<file path="src/rtl/rsched_pkg.sv">
`timescale 1ns/1ps
package rsched_pkg;

  typedef enum logic {
    ST_START = 1'b0,
    ST_RUN   = 1'b1
  } rs_state_e;

  typedef enum logic [1:0] {
    GAP_FILT = 2'd0,
    GAP_SENS = 2'd1,
    GAP_GRP  = 2'd2
  } gap_kind_e;

  // Cycles of silence after a request: interval ticks of max(pu,1) << log2s cycles.
  function automatic logic [47:0] gap_cycles(input logic [15:0] ivl,
                                             input logic [15:0] pu,
                                             input int unsigned log2s);
    logic [47:0] pu_eff;
    pu_eff = (pu == 16'd0) ? 48'd1 : 48'(pu);
    return (48'(ivl) * pu_eff) << log2s;
  endfunction

  // Which spacing follows a request, given what remains in the round.
  function automatic gap_kind_e gap_pick(input logic more_same, input logic next_found);
    if (more_same)       return GAP_FILT;
    else if (next_found) return GAP_SENS;
    else                 return GAP_GRP;
  endfunction

endpackage

</file>
<file path="src/rtl/rsched_gap_timer.sv">
`timescale 1ns/1ps
module rsched_gap_timer #(
  parameter int IVL_W     = 10,
  parameter int TICK_LOG2 = 8
) (
  input  logic             clk,
  input  logic             rst_n,
  input  logic             load_i,
  input  logic [IVL_W-1:0] ivl_i,
  input  logic [IVL_W-1:0] pu_i,
  output logic             expired_o
);
  import rsched_pkg::*;

  localparam int CNT_W = 2 * IVL_W + TICK_LOG2;

  logic [CNT_W-1:0] cnt_q;

  always_ff @(posedge clk or negedge rst_n) begin
    if (!rst_n) begin
      cnt_q <= '0;
    end else if (load_i) begin
      cnt_q <= CNT_W'(gap_cycles(16'(ivl_i), 16'(pu_i), TICK_LOG2));
    end else if (cnt_q != '0) begin
      cnt_q <= cnt_q - 1'b1;
    end
  end

  assign expired_o = (cnt_q == '0);

  // a zero interval leaves the timer expired on the next cycle
  a_r9_zero_gap: assert property (@(posedge clk) disable iff (!rst_n)
    (load_i && ivl_i == '0) |=> expired_o);

  // a nonzero interval always produces at least 256 quiet cycles
  a_r1_nonzero_gap: assert property (@(posedge clk) disable iff (!rst_n)
    (load_i && ivl_i != '0) |=> !expired_o);

endmodule

</file>
<file path="src/rtl/rsched_pick.sv">
`timescale 1ns/1ps
module rsched_pick #(
  parameter int N_SENS = 4,
  parameter int IDX_W  = 2
) (
  input  logic [N_SENS-1:0] map_i,
  input  logic [IDX_W-1:0]  after_i,
  input  logic              after_en_i,
  output logic              found_o,
  output logic [IDX_W-1:0]  idx_o
);
  logic [N_SENS-1:0] cand;

  for (genvar g = 0; g < N_SENS; g++) begin : g_cand
    assign cand[g] = map_i[g] &
                     (!after_en_i || ((IDX_W+1)'(g) > {1'b0, after_i}));
  end

  always_comb begin
    idx_o = '0;
    for (int i = N_SENS - 1; i >= 0; i--) begin
      if (cand[i]) idx_o = IDX_W'(i);
    end
  end

  assign found_o = |cand;

endmodule

</file>
<file path="src/rtl/meas_round_sched.sv">
`timescale 1ns/1ps
module meas_round_sched #(
  parameter int N_SENS    = 4,
  parameter int IVL_W     = 10,
  parameter int SAMP_W    = 5,
  parameter int TICK_LOG2 = 8,
  localparam int IDX_W    = (N_SENS > 1) ? $clog2(N_SENS) : 1,
  localparam int SMAP_W   = N_SENS * SAMP_W
) (
  input  logic              clk,
  input  logic              rst_n,
  input  logic [N_SENS-1:0] en_map_i,
  input  logic [IVL_W-1:0]  period_unit_i,
  input  logic [IVL_W-1:0]  filt_ivl_i,
  input  logic [IVL_W-1:0]  sens_ivl_i,
  input  logic [IVL_W-1:0]  grp_ivl_i,
  input  logic [SMAP_W-1:0] samp_m1_i,
  output logic              req_o,
  output logic [IDX_W-1:0]  req_idx_o,
  output logic              round_done_o
);
  import rsched_pkg::*;

  function automatic logic [SAMP_W-1:0] field_of(input logic [SMAP_W-1:0] v,
                                                 input logic [IDX_W-1:0] i);
    return v[32'(i) * SAMP_W +: SAMP_W];
  endfunction

  rs_state_e          state_q;
  logic [IDX_W-1:0]   cur_idx_q;
  logic [SAMP_W-1:0]  left_q;
  logic [N_SENS-1:0]  map_q;
  logic [SMAP_W-1:0]  samp_q;

  // named internal events
  logic               timer_expired;
  logic               first_found;
  logic [IDX_W-1:0]   first_idx;
  logic               start_fire;
  logic               run_fire;
  logic               fire;
  logic [IDX_W-1:0]   fire_idx;
  logic [N_SENS-1:0]  map_eff;
  logic [SMAP_W-1:0]  samp_eff;
  logic [SAMP_W-1:0]  rem;
  logic               more_same;
  logic               next_found;
  logic [IDX_W-1:0]   next_idx;
  logic               last_of_round;
  gap_kind_e          gap_kind;
  logic [IVL_W-1:0]   gap_ivl;

  rsched_gap_timer #(.IVL_W(IVL_W), .TICK_LOG2(TICK_LOG2)) u_timer (
    .clk       (clk),
    .rst_n     (rst_n),
    .load_i    (fire),
    .ivl_i     (gap_ivl),
    .pu_i      (period_unit_i),
    .expired_o (timer_expired)
  );

  // lowest enabled point of the live map, for a round start
  rsched_pick #(.N_SENS(N_SENS), .IDX_W(IDX_W)) u_pick_first (
    .map_i      (en_map_i),
    .after_i    ('0),
    .after_en_i (1'b0),
    .found_o    (first_found),
    .idx_o      (first_idx)
  );

  // next enabled point above the one being requested now
  rsched_pick #(.N_SENS(N_SENS), .IDX_W(IDX_W)) u_pick_next (
    .map_i      (map_eff),
    .after_i    (fire_idx),
    .after_en_i (1'b1),
    .found_o    (next_found),
    .idx_o      (next_idx)
  );

  assign start_fire = rst_n && (state_q == ST_START) && timer_expired && first_found;
  assign run_fire   = rst_n && (state_q == ST_RUN) && timer_expired;
  assign fire       = start_fire || run_fire;

  assign fire_idx  = start_fire ? first_idx : cur_idx_q;
  assign map_eff   = start_fire ? en_map_i  : map_q;
  assign samp_eff  = start_fire ? samp_m1_i : samp_q;
  assign rem       = start_fire ? field_of(samp_m1_i, first_idx) : left_q;
  assign more_same = (rem != '0);
  assign last_of_round = !more_same && !next_found;

  assign gap_kind = gap_pick(more_same, next_found);

  always_comb begin
    unique case (gap_kind)
      GAP_FILT: gap_ivl = filt_ivl_i;
      GAP_SENS: gap_ivl = sens_ivl_i;
      default:  gap_ivl = grp_ivl_i;
    endcase
  end

  always_ff @(posedge clk or negedge rst_n) begin
    if (!rst_n) begin
      state_q   <= ST_START;
      cur_idx_q <= '0;
      left_q    <= '0;
      map_q     <= '0;
      samp_q    <= '0;
    end else begin
      if (start_fire) begin
        map_q  <= en_map_i;
        samp_q <= samp_m1_i;
      end
      if (fire) begin
        if (last_of_round) begin
          state_q <= ST_START;
        end else begin
          state_q <= ST_RUN;
        end
        if (more_same) begin
          cur_idx_q <= fire_idx;
          left_q    <= rem - 1'b1;
        end else begin
          cur_idx_q <= next_idx;
          left_q    <= field_of(samp_eff, next_idx);
        end
      end
    end
  end

  assign req_o        = fire;
  assign req_idx_o    = fire_idx;
  assign round_done_o = fire && last_of_round;

  // bookkeeping used only by the ordering property
  logic             in_round_q;
  logic [IDX_W-1:0] prev_idx_q;

  always_ff @(posedge clk or negedge rst_n) begin
    if (!rst_n) begin
      in_round_q <= 1'b0;
      prev_idx_q <= '0;
    end else if (req_o) begin
      in_round_q <= !round_done_o;
      prev_idx_q <= req_idx_o;
    end
  end

  // indices never go down inside a round
  a_r5_ascending: assert property (@(posedge clk) disable iff (!rst_n)
    (req_o && in_round_q) |-> (req_idx_o >= prev_idx_q));

  // every request targets a point enabled for this round
  a_r5_enabled: assert property (@(posedge clk) disable iff (!rst_n)
    req_o |-> map_eff[req_idx_o]);

  // round end flag only accompanies a request
  a_r4_done_with_req: assert property (@(posedge clk) disable iff (!rst_n)
    round_done_o |-> req_o);

  // no request while a spacing is still running
  a_r4_quiet_gap: assert property (@(posedge clk) disable iff (!rst_n)
    !timer_expired |-> !req_o);

  // an empty map at a round start issues nothing
  a_r7_idle: assert property (@(posedge clk) disable iff (!rst_n)
    ((state_q == ST_START) && (en_map_i == '0)) |-> !req_o);

  // the captured map only moves at a round start
  a_r8_hold_map: assert property (@(posedge clk) disable iff (!rst_n)
    !start_fire |=> $stable(map_q));

endmodule

</file>
<file path="config.mk">
export PLATFORM = sky130hd
export DESIGN_NAME = meas_round_sched
export DESIGN_NICKNAME = d
export VERILOG_FILES = /design/src/rtl/rsched_pkg.sv /design/src/rtl/rsched_gap_timer.sv /design/src/rtl/rsched_pick.sv /design/src/rtl/meas_round_sched.sv
export SDC_FILE = /design/constraint.sdc
export NUM_CORES = 1
export LEC_CHECK = 0
export BUFFER_PORTS_ARGS = -buffer_cell sky130_fd_sc_hd__buf_4
export CORE_AREA = 8 8 145 113
export DETAILED_ROUTE_END_ITERATION = 12
export DIE_AREA = 0 0 153 121
export GPL_TIMING_DRIVEN = 0
export HOLD_SLACK_MARGIN = 0.03
export PLACE_DENSITY = 0.72
export SLEW_MARGIN = 10
export SYNTH_ARGS = -nofsm -noshare
export SYNTH_HDL_FRONTEND = slang
export SYNTH_SLANG_ARGS = --single-unit
</file>
<file path="constraint.sdc">
create_clock -name clk -period 7.11 [get_ports clk]
set_input_delay 0.3555 -clock clk [delete_from_list [all_inputs] [get_ports clk]]
set_output_delay 0.3555 -clock clk [all_outputs]
set_load 0.05 [all_outputs]
</file>
==> metrics, run 1 <==
crit share post-route=1.01; total grt overflow=0; DR pass1 iterations=7; routed len/inst=17.4 um; Final #Nets=1069; Final setup viols=1; post-DP HPWL=13800 um; I/O pin cnt=70; Main synth FF type=dfrtp_1; failing checks=setup timing; Cell variety after synth=63; DR vias=6041; CP Capture Type=flop; Die X=153 um; H-tree Lvls=3; Max transition margin=0.473; Via density=5.66; setup_tns=-0.0718 ns; Post-synth EDFFs=0; GRT Total Usage=0.203; # fillers=1207; Buffers on Ports=68; Peak VDD IR=0.352 mV; delay of the slowest critical-path stage=0.55 ns; Crit path arrival time=7.36 ns; Synth Register Bits=59; FF+latch area=1480 um2; Core Footprint=14100 um2; DP Worst Slack=-1.24 ns; global-route wire length before repair=30700 um; clk sinks=59; unrepaired setup endpoints after global routing=yes; CTS root buffer=clkbuf_16; vias in the first global route=6084; Core Rows=38; die area=18500 um2; syn_nets=954; GPL Wtd Cong=0.865; post-synthesis sequential area ratio=0.210; Die Height=121 um; status=finished with violations; Min Clock Period, post-route=7.18 ns; clock latency on the worst-skew pair=0.33 ns; CTS tree=built; Post-synth ARST share=1.00; crit path max fanout=7; final antenna-violating net count=0; total routed wirelength=18500 um; initial antenna violation count=0; Fin. Hold Viols=0; Pwr Density=300 nW/um2; multi-input combinational cell area=5530 um2; drt drc=0; TritonCTS Buffers=9; leakage=4.23 nW; Startpoint Class=flop; synthesized netlist cell count=767; first-iteration detailed-routing DRC count=428; Post-Syn Area=7030 um2; CP max stage cell=fa_1; Starting Density=0.498; share of cells above drive strength 1=0.267; maximum clock insertion buffer count=2; Hold Path Class=primary input to flop; CP required=7.29 ns; antenna diode count=0; largest net degree at the start of global routing=33; crit-path most repeated cell=fa_1; area delta synth->final=25.4%; syn_area_per_cell=9.16 um2; # Max-Cap Violations=0; worst-margin pin slew=0.785 ns; Max Clk Rate=139 MHz; clk_skew=0.00602 ns; Clock Pin Slew Worst Setup and Hold Paths=0.05 ns; max-slew violations=0; Final WS setup=-0.0718 ns; Synth Warn #=0; Setup CP Type=flop to flop
## cell families (layout without fill, tap and decap cells)
logic type	Yosys count	after routing	synth area share
mux	54	54	0.0906
flops	59	59	0.210
xor+xnor	36	36	0.0449
fa+ha+maj	121	121	0.282
compound gates	114	114	0.104
buf+inv	96	216	0.0545
simple gates	287	287	0.215
## area by class of cell
cell class,count,share of cell area
repair buffers,110,0.102
clock inverters,5,0.00596
plain buffers,23,0.0156
clock buffers,11,0.0275
well taps,180,0.0256
inverters,67,0.0285
flip-flops and latches,59,0.168
multi-input cells,612,0.627
## stage by stage
stage / util / hold WS [ns] / cell area (um2) / power (mW) / cells
floorplan: - / 0.0599 / 7120 / 1.59 / 767
global placement: 0.557 / 0.452 / 7860 / 1.90 / 1015
detailed placement: 0.557 / 0.451 / 7860 / 1.92 / 1015
CTS: 0.610 / 0.227 / 8610 / 2.47 / 1059
global route: 0.624 / 0.243 / 8810 / 2.89 / 1067
finish: 0.624 / 0.236 / 8810 / 2.64 / 1067
## cell usage in the layout, fill, tap and decap left out, types with 4 or more instances in the layout
cell and count:
o21ai_0 26, mux4_2 5, mux2_2 24, a211oi_1 6
a31oi_1 4, dfrtp_1 56, mux2i_1 17, xor2_1 14
nor2_1 34, a21oi_1 26, inv_2 4, clkbuf_1 18
nand2b_1 4, xnor2_1 21, or2_2 5, or2_4 4
or3_1 7, fa_1 61, nor4_4 4, and2_1 15
mux2i_2 4, and3_1 54, buf_4 100, nand2_1 88
clkbuf_16 9, ha_1 49, or4_1 5, nand2_4 6
nor4_1 6, mux2i_4 4, a21o_1 8, nor3_1 9
inv_1 63, ha_4 7, buf_12 5, buf_6 8
o21ai_1 10, nand4_1 5, a21oi_2 6, nand3_1 16
## worst max-delay path: cells and delay by family, from the launching register on
family / cells / cell delay, ns
adder cells (fa/ha/maj): 7 / 2.89
AND/OR/NAND/NOR: 7 / 1.63
AO/OA/AOI/OAI: 5 / 1.07
buffers and inverters: 7 / 0.55
flip-flops: 1 / 0.44
multiplexers: 1 / 0.28
XOR/XNOR: 1 / 0.18
## report_power, final
group          internal (mW)  total [mW]  switching [mW]
Sequential             0.353       0.372          0.0186
Clock                  0.278       0.430           0.152
Combinational          0.862        1.84           0.977
## repair_timing
item | CTS | global route
hold endpoints to repair | 32 | 0
setup endpoints to repair | 12 | 10
hold buffers | 4 | 0
buffers inserted | 30 | 9
gates resized for setup | 45 | 29
pin swaps | 23 | 26
## state kept, by name (all words and copies together) (netlist names)
signal and count:
left_q 5, u_timer.cnt_q 28, map_q 3, samp_q 20
state_q 1, cur_idx_q 2
## final timing paths
path	startpoint	slack, ns	to	depth (start not counted)
worst max-delay path	u_timer.cnt_q[19]	-0.07	u_timer.cnt_q[26]	28
worst min-delay path	samp_m1_i[19]	0.24	samp_q[19]	3
worst max register to register	u_timer.cnt_q[19]	-0.07	u_timer.cnt_q[26]	28
worst min register to register	samp_q[14]	0.46	samp_q[14]	2
max in group asynchronous	rst_n	6.26	u_timer.cnt_q[9]	4
min in group asynchronous	rst_n	0.56	map_q[1]	3
## layer usage
| metal | vias to the layer above | track usage | part of all wire |
|---|---|---|---|
| li1 | 2878 | - | - |
| met4 | 0 | 0.0493 | 0.0080 |
| met2 | 223 | 0.304 | 0.44 |
| met5 | - | 0 | 0 |
| met1 | 2926 | 0.293 | 0.49 |
| met3 | 14 | 0.0459 | 0.066 |
## synth_stat cells (6+ instances only)
| master | number | area share |
|---|---|---|
| nand2_1 | 97 | 0.052 |
| inv_1 | 67 | 0.036 |
| fa_1 | 62 | 0.18 |
| dfrtp_1 | 59 | 0.21 |
| ha_1 | 59 | 0.11 |
| and3_1 | 54 | 0.048 |
| nor2_1 | 38 | 0.020 |
| o21ai_0 | 33 | 0.023 |
| a21oi_1 | 30 | 0.021 |
| mux2_2 | 24 | 0.038 |
| mux2i_1 | 24 | 0.034 |
| clkbuf_1 | 23 | 0.012 |
| xnor2_1 | 22 | 0.027 |
| nand3_1 | 18 | 0.013 |
| and2_1 | 15 | 0.013 |
| xor2_1 | 14 | 0.017 |
| nor3_1 | 9 | 0.0064 |
| a21o_1 | 8 | 0.0085 |
| a211oi_1 | 7 | 0.0075 |
| or3_1 | 7 | 0.0062 |
| nor4_1 | 6 | 0.0053 |
| or2_2 | 6 | 0.0053 |
No activity file was read; power rests on OpenSTA's default activity.
==> inputs of run 2 (changes only) <==
Settings changed: PLACE_DENSITY 0.72 to 0.7.
Clock period 7.11 ns to 8.8 ns, I/O delays scaled along.
==> metrics, run 2 (same netlist as run 1, synthesis figures left out) <==
Fin. Hold Viols=0; global-route wire length before repair=28100 um; Crit path arrival time=8.46 ns; largest registers=u_timer.cnt_q (28), samp_q (20), left_q (5); DR vias=5855; vias in the first global route=5686; Max Clk Rate=121 MHz; GPL Wtd Cong=0.826; CTS root buffer=clkbuf_16; status=finished clean; r2r setup slk=0.52 ns; crit path max fanout=10; crit share post-route=0.941; post-DP HPWL=13200 um; share of cells above drive strength 1=0.179; fin area=8150 um2; die area=18500 um2; multi-input combinational cell area=5200 um2; Setup CP Type=flop to flop; maximum clock insertion buffer count=2; H-tree Lvls=3; # fillers=1250; first-iteration detailed-routing DRC count=384; worst-margin pin slew=0.775 ns; CP max stage cell=fa_1; Die Height=121 um; clk sinks=59; FF+latch area=1480 um2; number of flip-flops in the largest register=28; largest net degree at the start of global routing=63; CTS tree=built; most common cell after layout, fill and taps aside=nand2_1; Power Total=1.90 mW; CP Capture Type=flop; startpoint of the worst register-to-register path=u_timer.cnt_q[8]; total grt overflow=0; commonest cells after routing, fill and taps aside=94 x nand2_1, 74 x buf_4, 67 x inv_1; Max transition margin=0.483; Clock Pin Slew Worst Setup and Hold Paths=0.06 ns; Starting Density=0.498; Startpoint Class=flop; routed len/inst=16.0 um; total routed wirelength=16600 um; max-slew violations=0; leakage=3.99 nW; crit-path most repeated cell=fa_1; area delta synth->final=15.9%; # Max-Cap Violations=0; r2r endpoint=u_timer.cnt_q[27]; I/O pin cnt=70; post-route core utilization=0.577; Final WS setup=0.520 ns; DR pass1 iterations=5; clock latency on the worst-skew pair=0.33 ns; drt drc=0; TritonCTS Buffers=9; GRT Total Usage=0.183; Buffers on Ports=68; Min Clock Period, post-route=8.28 ns; Core Footprint=14100 um2; Die X=153 um; final antenna-violating net count=0; DP Worst Slack=-0.230 ns; antenna diode count=0; Hold Path Class=primary input to async pin; Via density=5.65; clk_skew=0.0110 ns; Pwr Density=233 nW/um2; delay of the slowest critical-path stage=0.54 ns; worst-case reg-to-reg path depth=29; Core Rows=38; Top reg by flops=u_timer.cnt_q; initial antenna violation count=0; Peak VDD IR=0.231 mV; Final setup viols=0; CP required=8.98 ns; Final #Nets=1039; Cell Area, Placed=7760 um2
==> run 2: cell count changes in the layout (fill, tap and decap cells not counted), sizes merged <==
cell | before | now
clkinvlp | 1 | 2
clkbuf | 28 | 33
inv | 67 | 68
dlygate4sd3 | 1 | 0
buf | 115 | 79
==> run 2: layout make-up <==
class                      instances  share of cell area
clock inverter                     7             0.00937
tap                              180              0.0276
clock buffer                       9              0.0276
inverter                          67              0.0309
timing repair buffer              74              0.0682
buffer                            29              0.0169
sequential                        59               0.181
multi-input combinational        612               0.638
==> run 2: timing repair <==
item                       in CTS  in global routing
setup buffers                   1                  5
hold buffers                    0                  0
setup endpoints to repair       1                  4
pin swaps                       1                  0
resized for setup               0                  9
==> run 2: per-stage QoR <==
step                      setup TNS (ns)  hold WS (ns)  instances
after floorplan                        0         0.144        767
after global placement            -0.184         0.448       1015
after detailed placement          -0.321         0.451       1015
after CTS                              0         0.219       1032
after global routing            -0.00990         0.263       1037
final                                  0         0.189       1037
==> run 2: routing by layer <==
layer / vias to the layer above / wire [um] / GRT usage
met3: 9 / 858 / 0.0345
met5: - / 0 / 0
li1: 2811 / - / -
met1: 2884 / 8480 / 0.277
met2: 151 / 7230 / 0.273
met4: 0 / 59 / 0.0234
==> run 2: power by group <==
group,switching (mW),internal (mW),leakage (nW)
clock network,0.129,0.220,0.142
registers,0.0134,0.285,0.713
logic,0.691,0.558,3.14
==> run 2: critical path: cells and delay by family (launching register included) <==
family          cells  cell delay [ns]
fa+ha+maj           7             3.15
simple gates        7             1.95
compound gates      6             1.07
buf+inv             7             0.95
flops               1             0.43
mux                 1             0.31
xor+xnor            1             0.23
==> run 2: worst max-delay path by stage <==
stage / startpoint / to / slack, ns / cells after the start
2_1_floorplan: u_timer.cnt_q[2] / u_timer.cnt_q[26] / 1.24 / 27
3_3_place_gp: rst_n / u_timer.cnt_q[27] / -0.18 / 29
3_5_place_dp: rst_n / u_timer.cnt_q[27] / -0.23 / 29
4_1_cts: u_timer.cnt_q[8] / u_timer.cnt_q[27] / 0.11 / 29
5_1_grt: u_timer.cnt_q[0] / u_timer.cnt_q[27] / -0.01 / 31
6_report: u_timer.cnt_q[8] / u_timer.cnt_q[27] / 0.52 / 29
